`src/rtl/oversample_rx_pkg.sv`:
```
package oversample_rx_pkg;
    typedef enum logic {
        ST_IDLE = 1'b0,
        ST_BUSY = 1'b1
    } rx_state_e;
endpackage

```
`src/rtl/rx_sync.sv`:
```
module rx_sync #(
    parameter int  STAGES  = 2,
    parameter logic RST_VAL = 1'b1
) (
    input  logic clk,
    input  logic rst_n,
    input  logic din,
    output logic dout
);
    logic [STAGES-1:0] pipe_d, pipe_q;

    always_comb begin
        pipe_d = {pipe_q[STAGES-2:0], din};
    end

    always_ff @(posedge clk) begin
        if (!rst_n) pipe_q <= {STAGES{RST_VAL}};
        else        pipe_q <= pipe_d;
    end

    assign dout = pipe_q[STAGES-1];
endmodule

```
`src/rtl/rx_vote.sv`:
```
// Holds the first two mid-bit samples; the third arrives live and the
// two-of-three result is valid on the tick at phase MID+1.
module rx_vote #(
    parameter int OSR = 16,
    parameter int MID = 8,
    localparam int CW = $clog2(OSR)
) (
    input  logic          clk,
    input  logic          rst_n,
    input  logic          smp_en,
    input  logic [CW-1:0] phase,
    input  logic          din,
    output logic          maj
);
    logic first_d, first_q, second_d, second_q;

    always_comb begin
        first_d  = first_q;
        second_d = second_q;
        if (smp_en && phase == CW'(MID - 1)) first_d  = din;
        if (smp_en && phase == CW'(MID))     second_d = din;
    end

    always_ff @(posedge clk) begin
        if (!rst_n) begin
            first_q  <= 1'b1;
            second_q <= 1'b1;
        end else begin
            first_q  <= first_d;
            second_q <= second_d;
        end
    end

    assign maj = (first_q & second_q) | (first_q & din) | (second_q & din);
endmodule

```
`src/rtl/oversample_rx.sv`:
```
module oversample_rx
    import oversample_rx_pkg::*;
#(
    parameter int OSR    = 16,
    parameter int MID    = 8,
    parameter int DATA_W = 8
) (
    input  logic              clk,
    input  logic              rst_n,
    input  logic              os_tick,
    input  logic              rx_en,
    input  logic              rxd,
    input  logic              flag_clr,
    output logic [DATA_W-1:0] rx_byte,
    output logic              rx_stop,
    output logic              rx_done
);
    localparam int CW       = $clog2(OSR);
    localparam int SW       = DATA_W + 1;
    localparam int LAST_BIT = DATA_W + 1;
    localparam int BCW      = $clog2(LAST_BIT + 1);
    localparam int VOTE_PH  = MID + 1;

    typedef struct packed {
        rx_state_e         st;
        logic [CW-1:0]     ph;
        logic [BCW-1:0]    bidx;
        logic [SW-1:0]     sh;
        logic              prev;
        logic [DATA_W-1:0] data;
        logic              stop;
        logic              done;
    } rx_regs_t;

    rx_regs_t r_d, r_q;
    logic     line_s;
    logic     bit_maj;

    rx_sync #(.STAGES(2), .RST_VAL(1'b1)) u_sync (
        .clk  (clk),
        .rst_n(rst_n),
        .din  (rxd),
        .dout (line_s)
    );

    rx_vote #(.OSR(OSR), .MID(MID)) u_vote (
        .clk   (clk),
        .rst_n (rst_n),
        .smp_en(os_tick && r_q.st == ST_BUSY),
        .phase (r_q.ph),
        .din   (line_s),
        .maj   (bit_maj)
    );

    always_comb begin
        r_d = r_q;
        if (os_tick)  r_d.prev = line_s;
        if (flag_clr) r_d.done = 1'b0;
        unique case (r_q.st)
            ST_IDLE: begin
                if (os_tick && rx_en && r_q.prev && !line_s) begin
                    r_d.st   = ST_BUSY;
                    r_d.ph   = CW'(1);
                    r_d.bidx = '0;
                    r_d.sh   = '1;
                end
            end
            ST_BUSY: begin
                if (!rx_en) begin
                    r_d.st = ST_IDLE;
                end else if (os_tick) begin
                    r_d.ph = (r_q.ph == CW'(OSR - 1)) ? '0 : r_q.ph + 1'b1;
                    if (r_q.ph == CW'(VOTE_PH)) begin
                        if (r_q.bidx == '0 && bit_maj) begin
                            r_d.st = ST_IDLE;
                        end else if (r_q.bidx == BCW'(LAST_BIT)) begin
                            r_d.data = r_q.sh[SW-1:1];
                            r_d.stop = bit_maj;
                            r_d.done = 1'b1;
                            r_d.st   = ST_IDLE;
                        end else begin
                            r_d.sh   = {bit_maj, r_q.sh[SW-1:1]};
                            r_d.bidx = r_q.bidx + 1'b1;
                        end
                    end
                end
            end
            default: r_d.st = ST_IDLE;
        endcase
    end

    always_ff @(posedge clk) begin
        if (!rst_n) begin
            r_q      <= '0;
            r_q.st   <= ST_IDLE;
            r_q.sh   <= '1;
            r_q.prev <= 1'b1;
        end else begin
            r_q <= r_d;
        end
    end

    assign rx_byte = r_q.data;
    assign rx_stop = r_q.stop;
    assign rx_done = r_q.done;

    // losing the enable always leaves the receiver idle on the next edge
    p_en_abort_r8: assert property (@(posedge clk) disable iff (!rst_n)
        !rx_en |=> r_q.st == ST_IDLE);

    // a clear while idle always drops the flag
    p_clear_r7: assert property (@(posedge clk) disable iff (!rst_n)
        (flag_clr && r_q.st == ST_IDLE) |=> !rx_done);

    // the output byte only moves together with a raised flag
    p_byte_hold_r6: assert property (@(posedge clk) disable iff (!rst_n)
        !$stable(rx_byte) |-> rx_done);

    // completion always returns to edge search
    p_done_idle_r9: assert property (@(posedge clk) disable iff (!rst_n)
        $rose(rx_done) |-> r_q.st == ST_IDLE);

    // a completed frame always had a low start bit in the register
    p_start_held_r4: assert property (@(posedge clk) disable iff (!rst_n)
        $rose(rx_done) |-> !$past(r_q.sh[0]));

    // bit index never passes the stop bit
    p_bidx_range_r3: assert property (@(posedge clk) disable iff (!rst_n)
        r_q.st == ST_BUSY |-> r_q.bidx <= BCW'(LAST_BIT));
endmodule

```
`config.mk`:
```
export PLATFORM = sky130hd
export DESIGN_NAME = oversample_rx
export DESIGN_NICKNAME = d
export VERILOG_FILES = /design/src/rtl/oversample_rx_pkg.sv /design/src/rtl/rx_sync.sv /design/src/rtl/rx_vote.sv /design/src/rtl/oversample_rx.sv
export SDC_FILE = /design/constraint.sdc
export NUM_CORES = 1
export LEC_CHECK = 0
export BUFFER_PORTS_ARGS = -buffer_cell sky130_fd_sc_hd__buf_2
export CAP_MARGIN = 20
export CELL_PAD_IN_SITES_DETAIL_PLACEMENT = 1
export CELL_PAD_IN_SITES_GLOBAL_PLACEMENT = 1
export CORE_UTILIZATION = 40
export DETAILED_ROUTE_END_ITERATION = 6
export GPL_ROUTABILITY_DRIVEN = 0
export PLACE_DENSITY_LB_ADDON = 0.1
export SLEW_MARGIN = 20
export SYNTH_ARGS = -nofsm -noshare
export SYNTH_HDL_FRONTEND = slang
export SYNTH_SLANG_ARGS = --single-unit
```
`constraint.sdc`:
```
create_clock -name clk -period 1.5 [get_ports clk]
set_input_delay 0.3 -clock clk [delete_from_list [all_inputs] [get_ports clk]]
set_output_delay 0.3 -clock clk [all_outputs]
set_load 0.01 [all_outputs]
```
==> run metrics <==
share of layout cells above drive strength 1=37.13%; fraction of synthesis flops using an asynchronous set or reset pin=0%; worst slew pin tran=323.3 ps; Crit Path Class=reg2reg; Max-cap violations=0; Max IR drop VDD=0.0005936 V; die height=64.73 um; Mapped Area=1574 um2; mux cell area share after synthesis=about 7.6%; Worst EP required=1680 ps; Final period util=111.7%; GRT Total Usage=20.62%; global-route wire length before repair=roughly 6400 um; CTS buffer count=5; violated checks=negative setup slack; Initial DRC Count=66; post-synthesis simple-gate area fraction=21.62%; clock share of power=a little under half; number of flops mapped to enable cells by yosys=0; Switching Share=21.81%; P_int=1373 uW; final hold slack=197.2 ps; Compound-Gate Fraction of Synth Area=15.34%; Leak Pwr=0.0007867 uW; outcome=complete, but fails checks; sequential cell area fraction in the yosys report=40.70%; drt first pass iters=4; Vias/cell=~5.2; wire length per cell=16.24 um; synth unique cells=38; Net Sw Power=382.9 uW; area grow syn2layout=27.03%; filler cell count=~440; Clock Path Buffers=2; final net count=213; core area=3716 um2; Final Skew=about 11 ps; Die X=64.73 um; ANT nets after route=0; Synth Area in Adders=5.485%; Starting Density=between 40% and 50%; Period minus WS final=1675 ps; Fin Setup TNS=-2046 ps; CTS tree=done; final hold vios=0; IO buf count=15; setup violators final=19; Max FO, Critical Path=5; Slew HR=78.36%; Post-DP Area=about 1700 um2; routed vias=between 1000 and 1500; combinational family with the most area after synthesis=simple AND/OR/NAND/NOR gates; synthesized flop and latch total=32; final WL=4061 um; Row Count=22; clk sinks=32; antenna diode count=0; commonest non-fill, non-tap cell in the layout=dfxtp_1; H-tree Lvls=2; vias in the first global route=1333; Worst path max stage delay=330 ps; Worst-Skew Late Latency=290 ps; CP Capture Type=register; part of the power in registers=48.8%; Worst-path clk slew=around 70 ps; crit path cell chain=inv_2, ha_4, nand4b_1, nor3b_4, buf_6, mux2i_2, nor2b_1; ys flop type=dfxtp_1; logic gate share of total power=3.6%; worst hold path type=in2reg; Avg Cell Area, Syn=9.314 um2; Syn Inst Count=169; number of I/O pins=16; commonest cells after routing, fill and taps aside=dfxtp_1 (28), buf_4 (23), nand2_1 (18); DP Worst Slack=-82.45 ps; CP max stage cell=dfxtp_2; post-route cell area=1999 um2; final worst setup slack=-175.2 ps; Power Density=878.1 nW/um2; drt drc=0; CP arrival=1860 ps; Slew Limit Fails=0; Ys Warns=0; initial antenna violation count=0; root buffer selected by CTS=clkbuf_8; Net Count, Synth=roughly 180; CP startpoint kind=register; HPWL after detailed placement=2555 um; Max Clk Rate=0.5969 GHz; grt ovf=0; unrepaired setup endpoints after global routing=yes; largest net degree at the start of global routing=15; XOR/XNOR Fraction of Synth Area=less than 1%; die footprint=4190 um2
## layout make-up
cell class | count | area [um2] | area share, %
Timing Repair Buffer | 40 | 270.3 | 13.52
Inverter | 6 | 22.52 | 1.126
Clock buffer | 5 | 68.82 | 3.442
Sequential cell | 32 | 645.6 | 32.29
Multi-Input combinational cell | 116 | 889.6 | 44.49
Tap cell | 48 | 60.06 | 3.004
Clock inverter | 3 | 42.54 | 2.128
## registers in the layout, indices dropped and copies added (netlist names)
signal / cells
u_vote.first_q: 1
rx_done: 1
r_q: 18
rx_stop: 1
u_sync.pipe_q: 2
u_vote.second_q: 1
rx_byte: 8
## cell usage after synthesis, drive strengths merged, types with 4 or more instances
cell type / n / area [um2]
buf: 12 / 97.59
clkbuf: 4 / 16.26
dfxtp: 32 / 640.6
ha: 6 / 75.07
inv: 6 / 22.52
mux2i: 12 / 120.1
nand2: 19 / 73.82
nand3: 8 / 40.04
nor2: 5 / 18.77
nor2b: 11 / 71.32
o211ai: 9 / 77.57
o21ai: 13 / 65.06
## worst paths after layout
kind | from | endpoint | slack (ps) | depth (start not counted)
hold reg to reg | u_sync.pipe_q[0] | u_sync.pipe_q[1] | 410 | 1
setup / recovery | r_q[25] | rx_byte[3] | -180 | 7
setup reg to reg | r_q[25] | rx_byte[3] | -180 | 7
hold / removal | rxd | u_sync.pipe_q[0] | 200 | 2
## worst max-delay path, delay by kind of cell (launching register included)
kind	cells	cell delay, ps
flops	1	330
buf+inv	2	250
simple gates	3	620
mux	1	230
fa+ha+maj	1	130
## per-layer routing
| metal | wire length [um] | vias up | global-route usage (%) |
|---|---|---|---|
| li1 | - | 649 | - |
| met1 | 1870 | 628 | 23.92 |
| met2 | 2041 | 13 | 35.94 |
| met3 | 91 | 6 | 5.458 |
| met4 | 57 | 0 | 7.500 |
| met5 | 0 | - | 0 |
## through the flow
| step | util (%) | power (uW) | instances |
|---|---|---|---|
| CTS | 51.28 | 1772 | 246 |
| detailed placement | 46.36 | 936.5 | 233 |
| global route | 53.80 | 1817 | 250 |
| floorplan | - | 910.2 | 169 |
| finish | 53.80 | 1756 | 250 |
| global placement | 46.36 | 933.8 | 233 |
## cell families (layout without fill, tap and decap cells)
| group | Yosys count | after routing |
|---|---|---|
| AOI/OAI and AO/OA | 34 | 35 |
| xor gates and xnor gates | 1 | 1 |
| buffers and inverters | 22 | 54 |
| muxes | 12 | 12 |
| adders and majority gates | 7 | 7 |
| DFF | 32 | 32 |
| and+or+nand+nor | 61 | 61 |
## power groups by stage
stage / clock, uW / combinational (uW) / sequential, uW
after global placement: 0 / 58.7 / 875
after global routing: 892 / 69.1 / 856
after detailed placement: 0 / 61.0 / 875
final: 836 / 64.0 / 856
after CTS: 853 / 62.9 / 856
after floorplan: 0 / 34.8 / 875
## what timing repair did
item / CTS / global route
hold buffers: 0 / 0
setup buffers: 4 / 4
setup endpoints to repair: 21 / 27
cloned: 1 / 1
pin swaps: 2 / 5
gates resized for setup: 12 / 14
Power figures use the tool's default switching activity.
